### src/rtl/aux_ptr_pkg.sv
`timescale 1ns/1ps
// Package: shared bit positions and control-state type for the pointer
// select register. Assumes an 8-bit special-function data path.
package aux_ptr_pkg;
    localparam int unsigned BYTE_W    = 8;
    localparam int unsigned SEL_POS   = 0;
    localparam int unsigned ZERO_POS  = 2;
    localparam int unsigned FLAG_POS  = 3;
    localparam int unsigned BOOT_POS  = 5;

    typedef struct packed {
        logic boot_en;
        logic flag;
        logic sel;
    } ctrl_t;
endpackage

### src/rtl/aux_ctrl_reg.sv
`timescale 1ns/1ps
// Control byte: holds select, user flag and boot enable. Bit 2 and the
// reserved bits are not stored and read as zero, which makes read+1
// writes flip only the select. Assumes a single write strobe per cycle.
module aux_ctrl_reg
    import aux_ptr_pkg::*;
#(
    parameter logic [BYTE_W-1:0] REG_ADDR = 8'hA2
) (
    input  logic              clk,
    input  logic              rst_n,
    input  logic              wr,
    input  logic [BYTE_W-1:0] addr,
    input  logic [BYTE_W-1:0] wdata,
    output logic [BYTE_W-1:0] rdata,
    output ctrl_t             ctrl
);
    logic hit;

    // Address match for both read and write.
    always_comb hit = (addr == REG_ADDR);

    // Store the three writable fields.
    always_ff @(posedge clk) begin
        if (!rst_n) begin
            ctrl <= '0;
        end else if (wr && hit) begin
            ctrl.sel     <= wdata[SEL_POS];
            ctrl.flag    <= wdata[FLAG_POS];
            ctrl.boot_en <= wdata[BOOT_POS];
        end
    end

    // Assemble the read byte; all unstored bits read zero.
    always_comb begin
        rdata = '0;
        if (hit) begin
            rdata[SEL_POS]  = ctrl.sel;
            rdata[ZERO_POS] = 1'b0;
            rdata[FLAG_POS] = ctrl.flag;
            rdata[BOOT_POS] = ctrl.boot_en;
        end
    end
endmodule

### src/rtl/aux_dptr_bank.sv
`timescale 1ns/1ps
// Bank of data pointers. Only the pointer named by sel loads or
// increments; load wins over increment. Assumes sel is registered.
module aux_dptr_bank #(
    parameter int unsigned PTR_W   = 16,
    parameter int unsigned NUM_PTR = 2,
    localparam int unsigned SEL_W  = (NUM_PTR > 1) ? $clog2(NUM_PTR) : 1
) (
    input  logic             clk,
    input  logic             rst_n,
    input  logic [SEL_W-1:0] sel,
    input  logic             load,
    input  logic [PTR_W-1:0] load_val,
    input  logic             inc,
    output logic [PTR_W-1:0] active
);
    logic [PTR_W-1:0] ptr_q [NUM_PTR];

    for (genvar g = 0; g < NUM_PTR; g++) begin : g_ptr
        // One pointer register, updated only while selected.
        always_ff @(posedge clk) begin
            if (!rst_n) begin
                ptr_q[g] <= '0;
            end else if (sel == SEL_W'(g)) begin
                if (load)     ptr_q[g] <= load_val;
                else if (inc) ptr_q[g] <= ptr_q[g] + PTR_W'(1);
            end
        end
    end

    // Output mux for the selected pointer.
    always_comb active = ptr_q[sel];
endmodule

### src/rtl/aux_boot_window.sv
`timescale 1ns/1ps
// Boot window decode: flags fetches at or above BASE when enabled.
// Assumes BASE is the start of a window that runs to the top of space.
module aux_boot_window #(
    parameter int unsigned     ADDR_W = 16,
    parameter logic [ADDR_W-1:0] BASE = 16'hF800
) (
    input  logic              enable,
    input  logic [ADDR_W-1:0] addr,
    output logic              mapped
);
    // Combinational range compare.
    always_comb mapped = enable && (addr >= BASE);
endmodule

### src/rtl/aux_dptr_select.sv
`timescale 1ns/1ps
// Top: dual data pointer with byte-wide control register and boot
// window decode. Assumes synchronous active-low reset and one master.
module aux_dptr_select
    import aux_ptr_pkg::*;
#(
    parameter int unsigned       PTR_W     = 16,
    parameter logic [BYTE_W-1:0] REG_ADDR  = 8'hA2,
    parameter logic [PTR_W-1:0]  BOOT_BASE = 16'hF800
) (
    input  logic              clk,
    input  logic              rst_n,
    input  logic              sfr_wr,
    input  logic [BYTE_W-1:0] sfr_addr,
    input  logic [BYTE_W-1:0] sfr_wdata,
    output logic [BYTE_W-1:0] sfr_rdata,
    input  logic              dp_load,
    input  logic [PTR_W-1:0]  dp_load_val,
    input  logic              dp_inc,
    output logic [PTR_W-1:0]  dp_active,
    input  logic [PTR_W-1:0]  fetch_addr,
    output logic              boot_map
);
    ctrl_t ctrl;

    aux_ctrl_reg #(.REG_ADDR(REG_ADDR)) i_ctrl (
        .clk(clk), .rst_n(rst_n), .wr(sfr_wr), .addr(sfr_addr),
        .wdata(sfr_wdata), .rdata(sfr_rdata), .ctrl(ctrl)
    );

    aux_dptr_bank #(.PTR_W(PTR_W), .NUM_PTR(2)) i_bank (
        .clk(clk), .rst_n(rst_n), .sel(ctrl.sel), .load(dp_load),
        .load_val(dp_load_val), .inc(dp_inc), .active(dp_active)
    );

    aux_boot_window #(.ADDR_W(PTR_W), .BASE(BOOT_BASE)) i_boot (
        .enable(ctrl.boot_en), .addr(fetch_addr), .mapped(boot_map)
    );
endmodule

### config.mk
export PLATFORM = sky130hd
export DESIGN_NAME = aux_dptr_select
export DESIGN_NICKNAME = d
export VERILOG_FILES = /design/src/rtl/aux_ptr_pkg.sv /design/src/rtl/aux_ctrl_reg.sv /design/src/rtl/aux_dptr_bank.sv /design/src/rtl/aux_boot_window.sv /design/src/rtl/aux_dptr_select.sv
export SDC_FILE = /design/constraint.sdc
export NUM_CORES = 1
export LEC_CHECK = 0
export BUFFER_PORTS_ARGS = -buffer_cell sky130_fd_sc_hd__buf_4
export CAP_MARGIN = 10
export CORE_MARGIN = 2
export CORE_UTILIZATION = 55
export CTS_BUF_LIST = sky130_fd_sc_hd__clkbuf_8
export CTS_CLUSTER_DIAMETER = 150
export DETAILED_ROUTE_END_ITERATION = 8
export PLACE_DENSITY = 0.9
export SLEW_MARGIN = 5
export SYNTH_ARGS = -nofsm -noshare
export SYNTH_HDL_FRONTEND = slang
export SYNTH_SLANG_ARGS = --single-unit
### constraint.sdc
create_clock -name clk -period 4.1 [get_ports clk]
set_clock_uncertainty 0.05 [all_clocks]
set_input_delay 0.41 -clock clk [delete_from_list [all_inputs] [get_ports clk]]
set_output_delay 0.41 -clock clk [all_outputs]
set_load 0.02 [all_outputs]
==> metrics.md, run 1 <==
| Metric | Value |
|---|---|
| VDD IR max | `0.1870 mV` |
| Via density per instance | `6.109` |
| Static leakage | `1.117 nW` |
| Final non-filler cell total | `358` |
| Kind of start point of the critical path | `flip-flop` |
| Clock tree buffer depth | `2` |
| Crit path required time | `4.09 ns` |
| Antenna cells | `0` |
| Starting Density | `57.09%` |
| Area grow syn2layout | `22.45%` |
| Slowest-stage cell, CP | `and4b_1` |
| FF+latch count, synth | `36` |
| RSZ-0062 raised after global routing | `no` |
| Antenna violations before repair | `0` |
| Post-DRT Antenna Nets | `0` |
| Die area | `5040 sq um` |
| Post-Syn Instances | `252` |
| Site row count | `24` |
| Yosys synthesis warning count | `0` |
| TritonCTS clock tree | `done` |
| Worst slew pin tran | `1.211 ns` |
| Final setup fails | `0` |
| Reg clk slew, reported paths | `0.07 ns` |
| Final Hold Vio Count | `0` |
| Die width | `71.00 um` |
| TritonRoute pass-1 iters | `5` |
| Clk_lat worst skew | `0.29 ns` |
| Hold path startpoint | `sfr_wdata[5]` |
| Total clock buffers created by CTS | `5` |
| Tcrit/Tclk final | `54.68%` |
| R2R cell count | `4` |
| Kind of critical path | `reg2reg` |
| Share of cells above drive strength 1 | `29.74%` |
| Core area | `4324 sq um` |
| Worst reg-to-reg setup slack | `1.86 ns` |
| Max layer used | `met4` |
| Cells after DPL | `350` |
| WL met1 | `2541 um` |
| Die Y | `71.00 um` |
| EDFF count, synth | `32` |
| Via count | `2187` |
| Final Net Count | `360` |
| Register area share after synthesis | `42.17%` |
| Met3 wire len | `529 um` |
| Post-route setup TNS | `0 ns` |
| Critical path fanouts, max | `33` |
| Worst Hold Endpoint | `i_ctrl.ctrl[2]$_SDFFE_PN0P_` |
| Critical path buffer and inverter count | `0` |
| Largest net degree at the start of global routing | `34` |
| Final wirelength | `6139 um` |
| Routed len/inst | `17.15 um` |
| Crit path max-delay family | `simple AND/OR/NAND/NOR gates` |
| Main synth FF type | `edfxtp_1` |
| # H-tree levels | `2` |
| PwrDens | `307.4 nW/um^2` |
| Starting DRT DRC Count | `250` |
| Port buffer count | `56` |
| Post-Syn Area per Cell | `9.796 sq um` |
| Post-CTS setup buffer count | `0` |
| WHS Path Cells | `3` |
| Root buffer cell | `clkbuf_8` |
| Vias in the first global route | `2076` |
| DP HPWL | `4552 um` |
| Max Clock Freq | `446.1 MHz` |
| Metal2 WL | `2888 um` |
| Total GRT Usage | `25.63%` |
| Slew HR | `19.18%` |
| Critical register-to-register path startpoint | `i_ctrl.ctrl[0]$_SDFFE_PN0P_` |
| Gr ovfl total | `0` |
| Crit-path cells | `and4b_1 > nand2_1 > mux2i_1 > nor3_1` |
| # fillers | `328` |
| # resized after CTS | `0` |
| DRC viols | `0` |
| Slew Viols, Final | `0` |
| Post-synthesis cell area | `2469 sq um` |
| Hold buffers post-CTS | `0` |
| Reg-to-reg endpoint | `i_bank.ptr_q[1][14]$_SDFFCE_PN0P_` |
| Asr flop ratio synth | `0%` |
| Clock sinks | `36` |
| HP Class | `in2reg` |
| Yosys cell types | `38` |
| Most common cell after layout, fill and taps aside | `buf_4` |
| Status | `completed` |
| First-pass GRT wire length | `9832 um` |
| I/O Pins | `78` |
| Critical path's largest stage delay | `1.05 ns` |
| Capturing element type of the critical path | `flip-flop` |
| WP data arrival | `2.23 ns` |
| Min Tclk post-route | `2.242 ns` |
| Max Cap Viol | `0` |
| Placer Congestion | `0.8890` |
| Commonest non-fill, non-tap cells in the layout | `buf_4 (58), nand2_1 (33), edfxtp_1 (32)` |
| Overall power | `0.0009291 W` |
==> layer usage <==
metal  GRT usage (%)  vias up
met4           10.27        0
met1           33.36     1027
met3           5.413       16
met2           41.85      129
li1                -     1015
met5               0        -
==> synth_stat cells (all sizes together) (6+ instances only) <==
cell type  number  area share [%]
a211oi         11             4.0
buf            12             2.9
edfxtp         32              39
inv             6            0.91
mux2           13             5.9
mux2i           9             3.6
nand2          33             5.0
nand3          12             2.8
nand4           7             2.6
nor2           22             3.3
nor3           10             2.0
nor4           10             4.2
o21ai          20             4.1
xnor2          20             7.1
==> sequential cells by signal, indices dropped and copies added (netlist names), named ones only <==
| signal | cells |
|---|---|
| i_ctrl.ctrl | 3 |
| i_bank.ptr_q | 32 |
==> cell families (layout without fill, tap and decap cells) <==
| family | Yosys count | count (layout) | synth area share, % |
|---|---|---|---|
| AND/OR/NAND/NOR | 112 | 112 | 25.44 |
| flip-flops | 36 | 36 | 42.17 |
| AO/OA/AOI/OAI | 33 | 33 | 8.667 |
| XOR/XNOR | 24 | 24 | 8.515 |
| multiplexers | 22 | 22 | 9.579 |
| buffers and inverters | 22 | 72 | 4.460 |
| adder cells (fa/ha/maj) | 2 | 2 | 1.014 |
| other | 1 | 5 | 0.1519 |
==> power by group <==
group / internal, W / total, W / switching (W)
logic: 0.0000661 / 0.000134 / 0.0000681
clock network: 0.000215 / 0.000347 / 0.000132
registers: 0.000420 / 0.000448 / 0.0000283
total: 0.000700 / 0.000929 / 0.000229
==> cell type report <==
class | count | area [sq um] | area share [%]
Inverter | 6 | 22.52 | 0.7450
Sequential cell | 36 | 1041 | 34.44
Multi-Input combinational cell | 198 | 1333 | 44.08
Clock inverter | 1 | 30.03 | 0.9934
Timing Repair Buffer | 58 | 435.4 | 14.40
Tap cell | 52 | 65.06 | 2.152
Clock buffer | 7 | 96.34 | 3.187
==> how the worst max path moves through the flow <==
stage | startpoint | to | slack, ns | depth (start not counted)
6_report | i_ctrl.ctrl[0]$_SDFFE_PN0P_ | i_bank.ptr_q[1][14]$_SDFFCE_PN0P_ | 1.86 | 4
5_1_grt | i_ctrl.ctrl[0]$_SDFFE_PN0P_ | i_bank.ptr_q[1][14]$_SDFFCE_PN0P_ | 1.71 | 4
4_1_cts | i_ctrl.ctrl[0]$_SDFFE_PN0P_ | i_bank.ptr_q[1][14]$_SDFFCE_PN0P_ | 1.90 | 4
3_5_place_dp | dp_load | i_bank.ptr_q[1][13]$_SDFFCE_PN0P_ | 1.83 | 5
3_3_place_gp | dp_load | i_bank.ptr_q[1][15]$_SDFFCE_PN0P_ | 1.87 | 5
2_1_floorplan | dp_load | i_bank.ptr_q[0][0]$_DFFE_PP_ | 2.02 | 2
==> worst register-to-register path, cell delays in order, from the launching register on <==
cell	delay, ns
dfxtp_1	0.45
and4b_1	1.05
nand2_1	0.15
mux2i_1	0.19
nor3_1	0.08
==> metrics by stage <==
stage                     setup slack, ns  util, %  area (sq um)  hold slack (ns)
after floorplan                     2.025        -          2484           0.4271
after global placement              1.869    66.99          2897           0.4616
after detailed placement            1.827    66.99          2897           0.4952
after CTS                           1.895    69.91          3023           0.3400
after global routing                1.710    69.91          3023           0.3535
final                               1.858    69.91          3023           0.3417
(Power assumes the default switching activity.)
==> inputs of run 2 (changes only) <==
- CORE_UTILIZATION: 55 -> 48
- PLACE_DENSITY: 0.9 -> 0.84
- clock period: 4.1 -> 1.95 ns (I/O delays scaled with it)
==> run 2 against run 1 <==
  * Cell count grew 7.3%
  * Non-clock buffer count grew 8
  * Critical path depth grew 1
  * Combinational power grew 120%
  * Sequential power grew 110%
  * Routed wire length grew 2.8%
  * Highest routed layer unchanged
  * Clock power grew 92%
  * Fmax grew 25%
  * Count of clock-buffer cells in the layout shrank 2
  * Sequential share of layout area shrank 0.96 points
  * Worst hold slack lost 0.25 ns
  * Flip-flop and latch count is the same
==> metrics.md, run 2 (synthesis gave the netlist of run 1 again) <==
| Metric | Value |
|---|---|
| Status | `completed` |
| Max Cap Viol | `0 (unchanged)` |
| WL met1 | `2562 um (+0.83%)` |
| I/O Pins | `78 (unchanged)` |
| Final setup fails | `0 (unchanged)` |
| PwrDens | `609.7 nW/um^2 (+98%)` |
| Share of cells above drive strength 1 | `31.85% (+2.1 points)` |
| VDD IR max | `0.3702 mV (+98%)` |
| Tcrit/Tclk final | `92.22% (+38 points)` |
| Kind of start point of the critical path | `flip-flop` |
| Vias in the first global route | `2138 (+3.0%)` |
| Core area | `5042 sq um (+17%)` |
| Metal2 WL | `3116 um (+7.9%)` |
| Placer Congestion | `0.8756 (-1.5%)` |
| Most common cell after layout, fill and taps aside | `buf_4` |
| Die area | `5733 sq um (+14%)` |
| Port buffer count | `56 (unchanged)` |
| TritonCTS clock tree | `done` |
| Largest net degree at the start of global routing | `34 (unchanged)` |
| TritonRoute pass-1 iters | `4 (-1)` |
| Total GRT Usage | `24.20% (-1.4 points)` |
| WP data arrival | `1.79 ns (-0.44 ns)` |
| Antenna cells | `0 (unchanged)` |
| RSZ-0062 raised after global routing | `no` |
| Capturing element type of the critical path | `flip-flop` |
| Worst slew pin tran | `0.5770 ns (-0.6345 ns)` |
| Met3 wire len | `534 um (+0.95%)` |
| Post-route setup TNS | `0 ns (unchanged)` |
| Critical path fanouts, max | `5 (-85%)` |
| Kind of critical path | `reg2reg` |
| Die width | `75.72 um (+6.6%)` |
| Starting Density | `48.96% (-8.1 points)` |
| Root buffer cell | `clkbuf_8` |
| HP Class | `in2reg` |
| Static leakage | `1.150 nW (+2.9%)` |
| Site row count | `26 (+8.3%)` |
| DP HPWL | `4766 um (+4.7%)` |
| Largest register FFs | `32 (unchanged)` |
| Top reg by flops | `i_bank.ptr_q` |
| Slew HR | `60.99% (+42 points)` |
| Post-DRT Antenna Nets | `0 (unchanged)` |
| First-pass GRT wire length | `10130 um (+3.0%)` |
| # H-tree levels | `2 (unchanged)` |
| Clock tree buffer depth | `2 (unchanged)` |
| Reg clk slew, reported paths | `0.08 ns (about the same)` |
| Gr ovfl total | `0 (unchanged)` |
| Antenna violations before repair | `0 (unchanged)` |
| # fillers | `425 (+30%)` |
| Die Y | `75.72 um (+6.6%)` |
| Area grow syn2layout | `25.95%` |
| Final Net Count | `368 (+2.2%)` |
| Regs by FF count | `i_bank.ptr_q (32), i_ctrl.ctrl (3)` |
| Clk_lat worst skew | `0.30 ns (about the same)` |
| Via count | `2157 (-1.4%)` |
| Max layer used | `met4` |
| Starting DRT DRC Count | `200 (-20%)` |
| Via density per instance | `5.617 (-8.0%)` |
| Crit path required time | `1.95 ns (-2.14 ns)` |
| Post-DP Area | `2992 sq um (+3.3%)` |
| Design area | `3109 sq um (+2.9%)` |
| Min Tclk post-route | `1.798 ns (-0.4434 ns)` |
| Final wirelength | `6309 um (+2.8%)` |
| Slew Viols, Final | `0 (unchanged)` |
| Total clock buffers created by CTS | `5 (unchanged)` |
| Final Hold Vio Count | `0 (unchanged)` |
| DRC viols | `0 (unchanged)` |
| Max Clock Freq | `556.1 MHz (+25%)` |
| Clock sinks | `36 (unchanged)` |
| Routed len/inst | `16.43 um (-4.2%)` |
| Commonest non-fill, non-tap cells in the layout | `buf_4 (65), nand2_1 (33), edfxtp_1 (32)` |
[run 2: cell count changes in the layout (fill, tap and decap cells not counted), sizes merged]
cell      change
buf           +8
clkbuf        -2
clkinv        +1
clkinvlp      +1
[run 2: report_power, final]
group          total, W  switching (W)  internal [W]  leakage (nW)
registers      0.000936      0.0000542      0.000882         0.380
logic          0.000295       0.000149      0.000146         0.716
clock network  0.000665       0.000287      0.000378        0.0541
[run 2: metal layers]
metal / vias to the layer above / track usage (%)
li1: 1029 / -
met1: 1014 / 29.91
met2: 105 / 41.84
met3: 9 / 5.291
met4: 0 / 8.382
met5: - / 0
[run 2: area by class of cell]
type	count	area [sq um]	share of cell area, %
timing repair buffer	66	508.0	16.34
inverter	6	22.52	0.7243
clock inverter	3	42.54	1.368
multi-input combinational	198	1339	43.06
sequential	36	1041	33.48
tap	70	87.58	2.817
clock buffer	5	68.82	2.213
[run 2: path summary, 6_finish.rpt]
path | start | to | slack, ns | cells after the start
min reg2reg | i_ctrl.ctrl[1]$_SDFFE_PN0P_ | i_ctrl.ctrl[1]$_SDFFE_PN0P_ | 0.50 | 2
min | sfr_wdata[5] | i_ctrl.ctrl[2]$_SDFFE_PN0P_ | 0.09 | 3
max | i_bank.ptr_q[0][1]$_DFFE_PP_ | i_bank.ptr_q[0][14]$_DFFE_PP_ | 0.15 | 5
max reg2reg | i_bank.ptr_q[0][1]$_DFFE_PP_ | i_bank.ptr_q[0][14]$_DFFE_PP_ | 0.15 | 5
[run 2: timing repair]
item | CTS | global route
buffers inserted | 0 | 0
hold endpoints to repair | 0 | 0
gates resized for setup | 0 | 1
setup endpoints to repair | 0 | 1
hold buffers | 0 | 0
[run 2: worst max-delay path: stages (launching register included)]
cell and delay, ns:
edfxtp_1 0.45, ha_1 0.28, nand4_1 0.21, nor4_2 0.32, xnor2_1 0.15, o21ai_0 0.08
[run 2: through the flow]
stage	hold slack [ns]	cells	util (%)	total power [W]	setup WS, ns
after floorplan	0.3112	256	-	0.001098	0.3410
after global placement	0.3980	376	59.33	0.001235	0.2094
after detailed placement	0.4178	376	59.33	0.001246	0.1311
after CTS	0.09170	384	61.54	0.001901	0.1168
after global routing	0.1090	384	61.66	0.001959	0.008154
final	0.09466	384	61.66	0.001896	0.1517
